## config.mk

```make
export PLATFORM = sky130hd
export DESIGN_NAME = dma_page_splitter
export DESIGN_NICKNAME = d
export VERILOG_FILES = /design/src/rtl/dps_pkg.sv /design/src/rtl/dps_size_calc.sv /design/src/rtl/dps_addr_step.sv /design/src/rtl/dps_ctrl.sv /design/src/rtl/dma_page_splitter.sv
export SDC_FILE = /design/constraint.sdc
export NUM_CORES = 1
export LEC_CHECK = 0
export BUFFER_PORTS_ARGS = -buffer_cell sky130_fd_sc_hd__buf_2
export CAP_MARGIN = 40
export CORE_ASPECT_RATIO = 1.4
export CORE_MARGIN = 3
export CORE_UTILIZATION = 30
export CTS_CLUSTER_SIZE = 10
export DETAILED_ROUTE_END_ITERATION = 8
export PLACE_DENSITY = 0.59
export RECOVER_POWER = 50
export SLEW_MARGIN = 20
export SYNTH_ARGS = -nofsm -noshare
export SYNTH_HDL_FRONTEND = slang
export SYNTH_SLANG_ARGS = --single-unit
```

## constraint.sdc

```tcl
create_clock -name clk -period 4.8 [get_ports clk]
set_clock_uncertainty 0.05 [all_clocks]
set_input_delay 0.48 -clock clk [delete_from_list [all_inputs] [get_ports clk]]
set_output_delay 0.48 -clock clk [all_outputs]
set_load 0.02 [all_outputs]
```

## src/rtl/dps_pkg.sv

```systemverilog
package dps_pkg;

    typedef enum logic [2:0] {
        ST_IDLE,
        ST_SEG_A,
        ST_SEG_B,
        ST_FIN,
        ST_REJ
    } dps_state_e;

endpackage

```

## src/rtl/dps_size_calc.sv

```systemverilog
module dps_size_calc #(
    parameter int SECT_W     = 8,
    parameter int OFF_W      = 16,
    parameter int SECT_SHIFT = 9,
    parameter int MAX_SECT   = 64,
    localparam int LEN_W     = OFF_W + 1
) (
    input  logic [SECT_W-1:0] sectors,
    input  logic [OFF_W-1:0]  offset,
    output logic              legal,
    output logic [LEN_W-1:0]  total_bytes,
    output logic              split,
    output logic [LEN_W-1:0]  first_len,
    output logic [LEN_W-1:0]  second_len
);
    localparam logic [LEN_W-1:0] PAGE_BYTES = LEN_W'(1) << OFF_W;

    logic [LEN_W-1:0] room;

    always_comb begin
        legal       = (sectors != '0) && (sectors <= SECT_W'(MAX_SECT));
        total_bytes = LEN_W'(sectors) << SECT_SHIFT;
        room        = PAGE_BYTES - {1'b0, offset};
        split       = (offset != '0) && (total_bytes > room);
        first_len   = split ? room : total_bytes;
        second_len  = total_bytes - room;
    end

endmodule

```

## src/rtl/dps_addr_step.sv

```systemverilog
module dps_addr_step #(
    parameter int PAGE_W = 4,
    parameter int OFF_W  = 16,
    localparam int LEN_W = OFF_W + 1
) (
    input  logic [PAGE_W-1:0] page_in,
    input  logic [OFF_W-1:0]  off_in,
    input  logic [LEN_W-1:0]  len,
    output logic [PAGE_W-1:0] page_out,
    output logic [OFF_W-1:0]  off_out
);
    logic [LEN_W-1:0] sum;

    always_comb begin
        sum      = {1'b0, off_in} + len;
        off_out  = sum[OFF_W-1:0];
        page_out = page_in + PAGE_W'(sum[OFF_W]);
    end

endmodule

```

## src/rtl/dps_ctrl.sv

```systemverilog
module dps_ctrl
    import dps_pkg::*;
(
    input  logic clk,
    input  logic rst_n,
    input  logic req_valid,
    input  logic req_legal,
    input  logic split,
    input  logic seg_ready,
    output logic req_ready,
    output logic load,
    output logic seg_valid,
    output logic seg_second,
    output logic advance,
    output logic done,
    output logic err
);
    dps_state_e state, nxt;

    always_ff @(posedge clk or negedge rst_n) begin
        if (!rst_n) state <= ST_IDLE;
        else        state <= nxt;
    end

    always_comb begin
        nxt = state;
        unique case (state)
            ST_IDLE:  if (req_valid) nxt = req_legal ? ST_SEG_A : ST_REJ;
            ST_SEG_A: if (seg_ready) nxt = split ? ST_SEG_B : ST_FIN;
            ST_SEG_B: if (seg_ready) nxt = ST_FIN;
            ST_FIN:   nxt = ST_IDLE;
            ST_REJ:   nxt = ST_IDLE;
            default:  nxt = ST_IDLE;
        endcase
    end

    always_comb begin
        req_ready  = 1'b0;
        load       = 1'b0;
        seg_valid  = 1'b0;
        seg_second = 1'b0;
        done       = 1'b0;
        err        = 1'b0;
        unique case (state)
            ST_IDLE: begin
                req_ready = 1'b1;
                load      = req_valid && req_legal;
            end
            ST_SEG_A: seg_valid = 1'b1;
            ST_SEG_B: begin
                seg_valid  = 1'b1;
                seg_second = 1'b1;
            end
            ST_FIN:  done = 1'b1;
            ST_REJ:  err  = 1'b1;
            default: ;
        endcase
        advance = seg_valid && seg_ready;
    end

    // done never lasts two cycles
    a_r9_done_pulse: assert property (@(posedge clk) disable iff (!rst_n)
        done |=> !done);
    // err is a single pulse followed by readiness
    a_r7_err_pulse: assert property (@(posedge clk) disable iff (!rst_n)
        err |=> (!err && req_ready));
    // second segment only after the first was accepted
    a_r8_second_after_first: assert property (@(posedge clk) disable iff (!rst_n)
        (seg_valid && !seg_second) && seg_ready && split |=> seg_second);
    // an unaccepted segment stays presented
    a_r8_hold_valid: assert property (@(posedge clk) disable iff (!rst_n)
        (seg_valid && !seg_ready) |=> (seg_valid && $stable(seg_second)));

endmodule

```

## src/rtl/dma_page_splitter.sv

```systemverilog
module dma_page_splitter #(
    parameter int SECT_W     = 8,
    parameter int PAGE_W     = 4,
    parameter int OFF_W      = 16,
    parameter int SECT_SHIFT = 9,
    parameter int MAX_SECT   = 64,
    localparam int LEN_W     = OFF_W + 1
) (
    input  logic              clk,
    input  logic              rst_n,
    input  logic              req_valid,
    output logic              req_ready,
    input  logic [SECT_W-1:0] req_sectors,
    input  logic              req_dir,
    input  logic [PAGE_W-1:0] req_page,
    input  logic [OFF_W-1:0]  req_offset,
    output logic              seg_valid,
    input  logic              seg_ready,
    output logic [PAGE_W-1:0] seg_page,
    output logic [OFF_W-1:0]  seg_offset,
    output logic [LEN_W-1:0]  seg_len,
    output logic              seg_dir,
    output logic              seg_last,
    output logic [PAGE_W-1:0] cur_page,
    output logic [OFF_W-1:0]  cur_offset,
    output logic              done,
    output logic              err
);
    localparam logic [LEN_W:0] PAGE_SPAN = (LEN_W+1)'(1) << OFF_W;

    logic             legal_c, split_c, load, advance, seg_second;
    logic [LEN_W-1:0] total_c, first_c, second_c;
    logic [PAGE_W-1:0] page_r, page_nx;
    logic [OFF_W-1:0]  off_r, off_nx;
    logic [LEN_W-1:0]  first_r, second_r;
    logic              split_r, dir_r;

    dps_size_calc #(
        .SECT_W(SECT_W), .OFF_W(OFF_W), .SECT_SHIFT(SECT_SHIFT), .MAX_SECT(MAX_SECT)
    ) u_size (
        .sectors(req_sectors), .offset(req_offset), .legal(legal_c),
        .total_bytes(total_c), .split(split_c),
        .first_len(first_c), .second_len(second_c)
    );

    dps_ctrl u_ctrl (
        .clk(clk), .rst_n(rst_n), .req_valid(req_valid), .req_legal(legal_c),
        .split(split_r), .seg_ready(seg_ready), .req_ready(req_ready),
        .load(load), .seg_valid(seg_valid), .seg_second(seg_second),
        .advance(advance), .done(done), .err(err)
    );

    dps_addr_step #(.PAGE_W(PAGE_W), .OFF_W(OFF_W)) u_step (
        .page_in(page_r), .off_in(off_r), .len(seg_len),
        .page_out(page_nx), .off_out(off_nx)
    );

    always_ff @(posedge clk or negedge rst_n) begin
        if (!rst_n) begin
            page_r   <= '0;
            off_r    <= '0;
            first_r  <= '0;
            second_r <= '0;
            split_r  <= 1'b0;
            dir_r    <= 1'b0;
        end else if (load) begin
            page_r   <= req_page;
            off_r    <= req_offset;
            first_r  <= first_c;
            second_r <= second_c;
            split_r  <= split_c;
            dir_r    <= req_dir;
        end else if (advance) begin
            page_r   <= page_nx;
            off_r    <= off_nx;
        end
    end

    always_comb begin
        seg_page   = page_r;
        seg_offset = off_r;
        seg_len    = seg_second ? second_r : first_r;
        seg_dir    = dir_r;
        seg_last   = seg_second || !split_r;
        cur_page   = page_r;
        cur_offset = off_r;
    end

    // a segment never runs past its page end
    a_r5_no_cross: assert property (@(posedge clk) disable iff (!rst_n)
        seg_valid |-> ((LEN_W+1)'(seg_offset) + (LEN_W+1)'(seg_len)) <= PAGE_SPAN);
    // no empty segment
    a_r1_len_nonzero: assert property (@(posedge clk) disable iff (!rst_n)
        seg_valid |-> seg_len != '0);
    // the remainder starts at a page base
    a_r4_second_at_base: assert property (@(posedge clk) disable iff (!rst_n)
        (seg_valid && seg_second) |-> seg_offset == '0);
    // fields hold while the segment waits
    a_r8_fields_stable: assert property (@(posedge clk) disable iff (!rst_n)
        (seg_valid && !seg_ready) |=> ($stable(seg_offset) && $stable(seg_len) && $stable(seg_page)));
    // no request taken while a segment is out
    a_r10_ready_exclusive: assert property (@(posedge clk) disable iff (!rst_n)
        req_ready |-> !seg_valid);
    // done follows acceptance of the last segment
    a_r9_done_after_last: assert property (@(posedge clk) disable iff (!rst_n)
        (seg_valid && seg_ready && seg_last) |=> done);
    // a rejection never coincides with a segment or completion
    a_r7_err_exclusive: assert property (@(posedge clk) disable iff (!rst_n)
        err |-> (!seg_valid && !done));

endmodule

```

==> metrics.md, run 1 <==
| Metric | Value |
|---|---|
| Outcome | finished with violations |
| Failing checks | capacitance limit, slew limit |
| Power density cells | ~690 nW/um2 |
| Final Instance Area | around 5400 um2 |
| # diodes | 0 |
| Count leader, synth | nand2_1 |
| Vias in the first global route | between 4000 and 5000 |
| Largest net degree at the start of global routing | 60 |
| Starting Density | between 30% and 40% |
| Crit-path leading delay family | simple AND/OR/NAND/NOR gates |
| Syn Std Cell Area | between 4000 and 5000 um2 |
| Die width | between 100 and 150 um |
| 1st-pass router iterations | 5 |
| HPWL Detailed | 10800 um |
| Row count | 53 |
| Clock transition at path regs | ~0.050 ns |
| CTS H-tree depth | 3 |
| Post-CTS Resized | 0 |
| EDFF count, synth | 0 |
| Vias per std cell | about 5.3 |
| Yosys cell types | 60 |
| Crit-path slowest cell | dfrtp_1 |
| Crit-path max cell delay | ~0.45 ns |
| Root Driver | clkbuf_16 |
| Mapped Nets | between 500 and 600 |
| Slew @ Worst Pin | roughly 3.3 ns |
| Final net count | around 660 |
| Final Hold Vio Count | 0 |
| Synth Flop Type | dfrtp_1 |
| Seq/Total Area, Yosys | 32.0% |
| Fillers | ~1600 |
| Async S/R FF share, synth | 100% |
| Cell Chain, Critical Path | nor3b_2 > buf_4 > mux2_2 > ha_1 > a21o_1 > a21o_1 > a21o_1 > a21oi_1 > o31a_1 > o21ai_1 > or4_1 > and3_1 > ha_1 > ha_1 > nor3b_1 > a21oi_1 > nand2_1 |
| Top Ports | 96 |
| PnR worst setup slack | about 0.42 ns |
| Critical Path AT | 4.55 ns |
| Final global-route overflow total | 0 |
| WL final | approximately 14000 um |
| Grt met2 use | between 20 and 30% |
| Clock tree sinks | 59 |
| Cts hold-fix bufs | 0 |
| Drt drc | 0 |
| DIE HEIGHT | around 150 um |
| Avg Inst Size Synth | roughly 8.8 um2 |
| Met1 GRT Util | 19.2% |
| Max-Cap Viols | 1 |
| Worst-Skew Late Latency | approximately 0.33 ns |
| Min-delay worst type | primary input to flop |
| Tmin final | roughly 4.4 ns |
| Setup TNS | 0 ns |
| Clk buf depth | 2 |
| Worst Setup Start Kind | flop |
| Total CTS buffers | 9 |
| Largest area contributor in the netlist | dfrtp_1 |
| Slew HR | -119% |
| Detail Route Antenna Nets | 0 |
| Worst Setup End Kind | flop |
| Share of cells above drive strength 1 | between 20% and 30% |
| Gr usage total | between 15 and 20% |
| Peak supply drop | about 330 uV |
| DRT iter0 DRCs | 173 |
| Commonest cells post-synth | 64 x nand2_1, 59 x dfrtp_1, 43 x o21ai_0, 30 x nor2_1, 28 x ha_1 |
| TritonCTS clock tree | built |
| Routed len/inst | 17.7 um |
| CORE AREA | around 15000 um2 |
| Via count | around 4200 |
| Die area | about 17000 um2 |
| DP Area | roughly 5000 um2 |
| Routability cong. | about 0.95 |
| Maximum clock frequency | about 230 MHz |
| Unrepaired setup endpoints after global routing | false |
| Synth-to-Final Area Change | 17.9% |
| Crit share post-route | about nine tenths |
| Place WS | between 0.3 and 0.4 ns |
| Crit path max fanout | 11 |
| Cells after synthesis | 526 |
| WP data required | ~5.0 ns |
| YS warnings | 0 |
| First-pass GRT wire length | 22400 um |
| Final setup violation count | 0 |
| Main area contributors after synthesis | dfrtp_1 32%, ha_1 7.6%, mux2_2 5.9% |
| Yosys reg bits | 59 |
| Gr busiest metal | met2 |
| I/O Buffers | 95 |
| Tot Pwr | approximately 3700 uW |
| Leakage power | 0.00249 uW |
| Area share of the largest cell type after synthesis | roughly 32% |
| Critical setup path kind | flop to flop |
| Initial antenna violation count | 0 |
| Met3 usage | under 10% |
| Slew Viols, Final | 57 |
| CP Buf/Inv Count | 1 |
| Post-CTS setup buffers | 0 |
==> power by group <==
group	switching, uW	internal [uW]
clock network	246	471
logic	1280	806
registers	201	733
==> logic make-up after synthesis <==
family                   synth area share [%]
adder cells (fa/ha/maj)                  8.03
XOR/XNOR                                 7.60
AND/OR/NAND/NOR                          17.8
multiplexers                             7.60
flip-flops                               32.0
AO/OA/AOI/OAI                            19.7
buffers and inverters                    7.27
==> area by class of cell <==
type	count	area (um2)	share of cell area (%)
sequential	59	1480	27.2
inverter	22	82.6	1.52
clock inverter	5	85.1	1.57
tap	192	240	4.42
clock buffer	11	243	4.47
multi-input combinational	401	2810	51.7
timing repair buffer	104	500	9.21
==> sequential cells by signal, summed over array words and instances (netlist names) <==
signal / flops
split_r: 1
second_r: 17
cur_page: 4
seg_dir: 1
u_ctrl.state: 3
first_r: 17
cur_offset: 16
==> layout by cell type (no fill, tap or decap), drive strengths merged, types with 6 or more instances in the layout <==
master,synthesis,layout
buf,29,71
nand2,65,65
dfrtp,59,59
o21ai,48,48
clkbuf,15,43
nor2,31,31
ha,28,28
xnor2,26,26
mux2,24,24
inv,22,23
a21oi,18,18
xor2,14,14
nor3,14,14
a22oi,13,13
nand3,11,11
o31ai,9,9
a21o,8,8
nand2b,8,8
mux2i,8,8
and3,7,7
o21a,6,6
==> stage by stage <==
step / util (%) / hold slack (ns) / std cells
after CTS: 36.3 / 0.291 / 792
after global routing: 36.1 / 0.311 / 794
after detailed placement: 34.1 / 0.417 / 776
after global placement: 34.1 / 0.404 / 776
final: 36.1 / 0.296 / 794
after floorplan: - / 0.134 / 526
==> worst paths after layout <==
kind / depth (start not counted) / slack, ns / end / from
setup / recovery: 17 / 0.42 / cur_page[2] / u_ctrl.state[1]
hold / removal: 3 / 0.30 / seg_dir / req_dir
setup reg to reg: 17 / 0.42 / cur_page[2] / u_ctrl.state[1]
hold reg to reg: 2 / 0.43 / first_r[0] / first_r[0]
max in group asynchronous: 4 / 0.81 / first_r[7] / rst_n
min in group asynchronous: 3 / 0.53 / second_r[4] / rst_n
==> routing by layer <==
layer | vias to the layer above | routed length [um]
met5 | - | 0
li1 | 2012 | -
met3 | 35 | 564
met2 | 114 | 7010
met4 | 0 | 567
met1 | 2013 | 5910
==> worst min-delay path, stage by stage <==
cell and delay, ns:
buf_2 0.08, nand2_1 0.04, nand2_1 0.05
No activity file was read; power rests on OpenSTA's default activity.
==> inputs of run 2 (changes only) <==
--- a/config.mk
+++ b/config.mk
@@ -12,9 +12,9 @@
 export CORE_UTILIZATION = 30
 export CTS_CLUSTER_SIZE = 10
 export DETAILED_ROUTE_END_ITERATION = 8
-export PLACE_DENSITY = 0.59
+export PLACE_DENSITY = 0.49
 export RECOVER_POWER = 50
-export SLEW_MARGIN = 20
+export REMOVE_ABC_BUFFERS = 1
 export SYNTH_ARGS = -nofsm -noshare
 export SYNTH_HDL_FRONTEND = slang
 export SYNTH_SLANG_ARGS = --single-unit
==> metrics.md, run 2 (synthesis results as in run 1) <==
| Metric | Value |
|---|---|
| Drt drc | 0 (unchanged) |
| Synth-to-Final Area Change | 16.6% |
| Cts hold-fix bufs | 0 (unchanged) |
| CP startpoint | u_ctrl.state[1] |
| Final setup violation count | 0 (unchanged) |
| Maximum clock frequency | 234 MHz (+2.6%) |
| Via count | 4132 (-1.0%) |
| WP data required | 4.98 ns (about the same) |
| Detail Route Antenna Nets | 0 (unchanged) |
| HPWL Detailed | 10800 um (-0.12%) |
| Final Non-Filler Cells | 791 (-0.38%) |
| Post-CTS setup buffers | 0 (unchanged) |
| Min-delay worst type | primary input to flop |
| Cell Chain, Critical Path | nor3b_2 > buf_4 > mux2_2 > ha_1 > inv_1 > fa_1 > nor2b_1 > o21ai_1 > a21oi_1 > o41ai_2 > o31a_1 > o21ai_1 > or4_1 > and3_1 > ha_1 > ha_1 > nor3b_1 > a21oi_1 > nand2_1 |
| Largest net degree at the start of global routing | 60 (unchanged) |
| CORE AREA | 15100 um2 (unchanged) |
| Vias in the first global route | 4023 (-5.7%) |
| Placed Instances | 775 (-0.13%) |
| Root Driver | clkbuf_16 |
| Gr usage total | 16.7% (+0.28 points) |
| Crit-path slowest cell | dfrtp_1 |
| Max-Cap Viols | 1 (unchanged) |
| Top Ports | 96 (unchanged) |
| I/O Buffers | 95 (unchanged) |
| Tot Pwr | 3630 uW (-2.9%) |
| Failing checks | capacitance limit, slew limit |
| Worst hold path startpoint | req_dir |
| Row count | 53 (unchanged) |
| First-pass GRT wire length | 22500 um (+0.16%) |
| Clock tree sinks | 59 (unchanged) |
| Clock transition at path regs | 0.06 ns (about the same) |
| # diodes | 0 (unchanged) |
| Tmin final | 4.27 ns (-0.112 ns) |
| 1st-pass router iterations | 4 (-1) |
| Most common cell after layout, fill and taps aside | buf_2 |
| Fillers | 1557 (-0.70%) |
| Most frequent cells in the layout | 65 x buf_2, 64 x nand2_1, 59 x dfrtp_1, 43 x o21ai_0, 31 x clkbuf_1 |
| CP most frequent cell | ha_1 |
| Reg2reg setup slack | 0.53 ns (+0.11 ns) |
| DIE HEIGHT | 153 um (unchanged) |
| Power density cells | 676 nW/um2 (-1.7%) |
| CP endpoint | cur_page[2] |
| Starting Density | 30.6% (unchanged) |
| R2R depth | 19 (+2) |
| Critical setup path kind | flop to flop |
| Worst Setup End Kind | flop |
| DRT iter0 DRCs | 169 (-2.3%) |
| Final Hold Vio Count | 0 (unchanged) |
| CTS H-tree depth | 3 (unchanged) |
| Slew Viols, Final | 60 (+5.3%) |
| Slew @ Worst Pin | 3.42 ns (+0.137 ns) |
| Die area | 16900 um2 (unchanged) |
| WL final | 14100 um (+0.32%) |
| Die width | 111 um (unchanged) |
| Outcome | finished with violations |
| Worst Setup Start Kind | flop |
| Worst-Skew Late Latency | 0.34 ns (about the same) |
| Slew HR | -128% (-9.1 points) |
| Crit-path max cell delay | 0.45 ns (about the same) |
| Leakage power | 0.00246 uW (-1.3%) |
| Crit path max fanout | 8 (-3) |
| Worst reg2reg path endpoint | cur_page[2] |
| Clk buf depth | 2 (unchanged) |
| Total CTS buffers | 9 (unchanged) |
| Initial antenna violation count | 0 (unchanged) |
| Final global-route overflow total | 0 (unchanged) |
| Share of cells above drive strength 1 | 21.0% (+0.27 points) |
| RR Startpoint | u_ctrl.state[1] |
| Hold Path Cell Cnt | 3 (unchanged) |
| Vias per std cell | 5.22 (-0.63%) |
| Unrepaired setup endpoints after global routing | false |
| Peak supply drop | 380 uV (+16%) |
| Routed len/inst | 17.8 um (+0.70%) |
| Crit share post-route | 89.0% (-2.3 points) |
| Final net count | 656 (-0.46%) |
| TritonCTS clock tree | built |
| Routability cong. | 0.863 (-9.0%) |
| Critical Path AT | 4.45 ns (-0.10 ns) |
==> run 2: changes by cell type in the layout (fill, tap and decap cells not counted) <==
cell and delta:
o41ai_2 +1, bufinv_16 -2, dlygate4sd3_1 -1, o41ai_1 -1, clkinv_2 +1, clkbuf_1 -2
clkinv_4 +1, buf_4 -1, clkinvlp_4 +2, clkbuf_8 -1
==> run 2: report_power, final <==
part           switching [uW]  total, uW  internal, uW
Combinational            1280       2090           811
Sequential                197        930           733
Clock                     260        612           351
==> run 2: worst min path at each step <==
stage and endpoint:
6_report seg_dir, 3_5_place_dp first_r[7], 3_3_place_gp first_r[7], 4_1_cts cur_page[2]
2_1_floorplan cur_offset[0], 5_1_grt cur_page[2]
==> run 2: final cells by class <==
type	instances	area, um2	share of cell area, %
well taps	192	240	4.47
clock buffers	9	225	4.19
clock inverters	7	53.8	1.00
repair buffers	101	479	8.92
multi-input cells	401	2820	52.4
flip-flops and latches	59	1480	27.5
inverters	22	82.6	1.54
==> run 2: what timing repair did <==
action	in CTS	in global routing
setup endpoints to repair	0	3
resized for setup	0	1
endpoints found under the hold margin	0	0
==> run 2: critical path: cells and delay by family (launching register included) <==
family          cells  cell delay, ns
mux                 1            0.36
compound gates      6            1.11
buf+inv             2            0.30
flops               1            0.45
simple gates        6            1.13
fa+ha+maj           4            0.76
==> run 2: layer usage <==
metal	global-route usage (%)	share of wire, %	vias to the layer above
li1	-	-	2012
met1	21.7	43	1954
met2	28.0	49	142
met3	2.74	4.6	24
met4	5.81	2.6	0
met5	0	0	-
==> run 2: through the flow <==
| step | hold WS [ns] | instance area, um2 | utilization (%) | TNS, ns | setup slack [ns] |
|---|---|---|---|---|---|
| floorplan | 0.134 | 4360 | - | -1.81 | -0.288 |
| global placement | 0.403 | 5130 | 34.1 | 0 | 0.495 |
| detailed placement | 0.409 | 5130 | 34.1 | 0 | 0.332 |
| CTS | 0.284 | 5410 | 35.9 | 0 | 0.318 |
| global route | 0.294 | 5370 | 35.7 | 0 | 0.0974 |
| finish | 0.294 | 5370 | 35.7 | 0 | 0.529 |
==> inputs of run 3 (changes only) <==
--- a/config.mk
+++ b/config.mk
@@ -14,7 +14,6 @@
 export DETAILED_ROUTE_END_ITERATION = 8
 export PLACE_DENSITY = 0.49
 export RECOVER_POWER = 50
-export REMOVE_ABC_BUFFERS = 1
 export SYNTH_ARGS = -nofsm -noshare
 export SYNTH_HDL_FRONTEND = slang
 export SYNTH_SLANG_ARGS = --single-unit
==> metrics.md, run 3 (synthesis results as in run 1) <==
| Metric | Value |
|---|---|
| Synth-to-Final Area Change | 17.8% |
| Worst hold path startpoint | req_dir |
| Routability cong. | 0.872 (+1.1%) |
| Hold Path Cell Cnt | 3 (unchanged) |
| HPWL Detailed | 11100 um (+2.8%) |
| Slew @ Worst Pin | 3.39 ns (-0.0271 ns) |
| WL final | 14300 um (+1.3%) |
| Vias in the first global route | 4158 (+3.4%) |
| Die area | 16900 um2 (unchanged) |
| Most common cell after layout, fill and taps aside | buf_2 |
| Clk buf depth | 2 (unchanged) |
| Tot Pwr | 3740 uW (+3.0%) |
| Post-CTS setup buffers | 0 (unchanged) |
| Clock transition at path regs | 0.05 ns (about the same) |
| Critical Path AT | 4.49 ns (+0.04 ns) |
| Clock tree sinks | 59 (unchanged) |
| DIE HEIGHT | 153 um (unchanged) |
| Vias per std cell | 5.15 (-1.5%) |
| Unrepaired setup endpoints after global routing | false |
| Root Driver | clkbuf_16 |
| Max-Cap Viols | 1 (unchanged) |
| Peak supply drop | 325 uV (-14%) |
| Critical setup path kind | flop to flop |
| WP data required | 4.97 ns (about the same) |
| Final Hold Vio Count | 0 (unchanged) |
| Gr usage total | 16.8% (+0.11 points) |
| Sequential share of power | 24.9% (-0.7 points) |
| Worst-Skew Late Latency | 0.33 ns (about the same) |
| Hold_ws | 0.290 ns (-0.00433 ns) |
| 1st-pass router iterations | 4 (unchanged) |
| Sw frac | 45.8% (-2.0 points) |
| Min-delay worst type | primary input to flop |
| Internal power | 2030 uW (+7.0%) |
| Slew HR | -126% (+1.8 points) |
| RR Startpoint | u_ctrl.state[1] |
| CORE AREA | 15100 um2 (unchanged) |
| Routed len/inst | 18.0 um (+1.0%) |
| CTS H-tree depth | 3 (unchanged) |
| Die width | 111 um (unchanged) |
| Worst Setup End Kind | flop |
| Crit path max fanout | 13 (+5) |
| Crit share post-route | 90.2% (+1.2 points) |
| Post-CTS Resized | 0 (unchanged) |
| Maximum clock frequency | 231 MHz (-1.3%) |
| Final setup violation count | 0 (unchanged) |
| Worst Hold End | seg_dir |
| Most frequent cells in the layout | 65 x buf_2, 64 x nand2_1, 59 x dfrtp_1, 43 x o21ai_0, 32 x clkbuf_1 |
| Leakage power | 0.00249 uW (+1.4%) |
| Final global-route overflow total | 0 (unchanged) |
| Logic pwr share | 56.0% (-1.6 points) |
| First-pass GRT wire length | 22600 um (+0.71%) |
| Largest net degree at the start of global routing | 60 (unchanged) |
| Total CTS buffers | 9 (unchanged) |
| Final net count | 658 (+0.30%) |
| Drt drc | 0 (unchanged) |
| DRT iter0 DRCs | 248 (+47%) |
| TritonCTS clock tree | built |
| Setup TNS | 0 ns (unchanged) |
| Top Ports | 96 (unchanged) |
| Worst reg2reg path endpoint | cur_page[2] |
| Detail Route Antenna Nets | 0 (unchanged) |
| R2R depth | 17 (-2) |
| Worst Setup Start Kind | flop |
| Via count | 4081 (-1.2%) |
| Cts hold-fix bufs | 0 (unchanged) |
| Starting Density | 30.6% (unchanged) |
| Power density cells | 689 nW/um2 (+1.9%) |
| Row count | 53 (unchanged) |
| Initial antenna violation count | 0 (unchanged) |
| Share of cells above drive strength 1 | 21.0% (-0.070 points) |
| NetSw | 1710 uW (-1.3%) |
| I/O Buffers | 95 (unchanged) |
| # diodes | 0 (unchanged) |
| Clock power frac | 19.1% (+2.3 points) |
| Outcome | finished with violations |
| Tmin final | 4.33 ns (+0.0575 ns) |
| Failing checks | capacitance limit, slew limit |
| Slew Viols, Final | 60 (unchanged) |
| Reg2reg setup slack | 0.47 ns (-0.06 ns) |
==> run 3: cell types whose count changed in the layout (fill, tap and decap cells not counted) <==
cell,change
buf_4,+2
bufinv_16,+2
clkbuf_8,+2
clkinv_4,-2
clkinvlp_4,-2
clkbuf_1,+1
inv_6,-1
o41ai_1,+1
o41ai_2,-1
==> run 3: layout make-up <==
type | count | area (um2)
Clock inverter | 4 | 72.6
Clock buffer | 12 | 256
Timing Repair Buffer | 103 | 494
Multi-Input combinational cell | 401 | 2810
Fill cell | 1573 | 9620
Tap cell | 192 | 240
Inverter | 22 | 82.6
Sequential cell | 59 | 1480
==> run 3: power groups by stage <==
| stage | clock, uW | combinational, uW | sequential (uW) |
|---|---|---|---|
| floorplan | 0 | 1520 | 967 |
| global placement | 0 | 2120 | 928 |
| detailed placement | 0 | 2130 | 938 |
| CTS | 729 | 2140 | 931 |
| global route | 751 | 2310 | 967 |
| finish | 717 | 2100 | 930 |
==> run 3: worst max-delay path by stage <==
| stage | startpoint | endpoint | cells past startpoint | slack, ns |
|---|---|---|---|---|
| after CTS | u_ctrl.state[1] | cur_page[2] | 17 | 0.46 |
| after global placement | req_offset[1] | first_r[14] | 15 | 0.52 |
| final | u_ctrl.state[1] | cur_page[2] | 17 | 0.47 |
| after detailed placement | u_ctrl.state[1] | cur_page[2] | 17 | 0.48 |
| after global routing | u_ctrl.state[1] | cur_page[2] | 18 | 0.09 |
| after floorplan | u_ctrl.state[1] | cur_page[2] | 20 | 0.38 |
==> run 3: worst max-delay path: stages (launching register included) <==
cell	delay, ns
dfrtp_1	0.45
nor3b_2	0.34
buf_4	0.29
mux2_2	0.38
ha_1	0.38
a21o_1	0.21
a21o_1	0.16
a21o_1	0.16
a21oi_1	0.14
o31a_1	0.20
o21ai_1	0.13
or4_1	0.40
and3_1	0.20
ha_1	0.20
ha_1	0.19
nor3b_1	0.14
a21oi_1	0.14
nand2_1	0.06
==> run 3: per-layer routing <==
| metal | vias up | share of wire [%] | GRT usage, % |
|---|---|---|---|
| met5 | - | 0 | 0 |
| met4 | 0 | 1.7 | 5.11 |
| met3 | 19 | 4.7 | 3.34 |
| met2 | 112 | 53 | 30.1 |
| met1 | 1950 | 41 | 20.2 |
| li1 | 2000 | - | - |
==> run 3: stage by stage <==
step | worst slack (ns) | util [%] | instances | area (um2)
after floorplan | 0.378 | - | 526 | 4610
after global placement | 0.519 | 34.2 | 777 | 5140
after detailed placement | 0.482 | 34.2 | 777 | 5140
after CTS | 0.458 | 36.3 | 793 | 5470
after global routing | 0.0898 | 36.1 | 793 | 5430
final | 0.472 | 36.1 | 793 | 5430
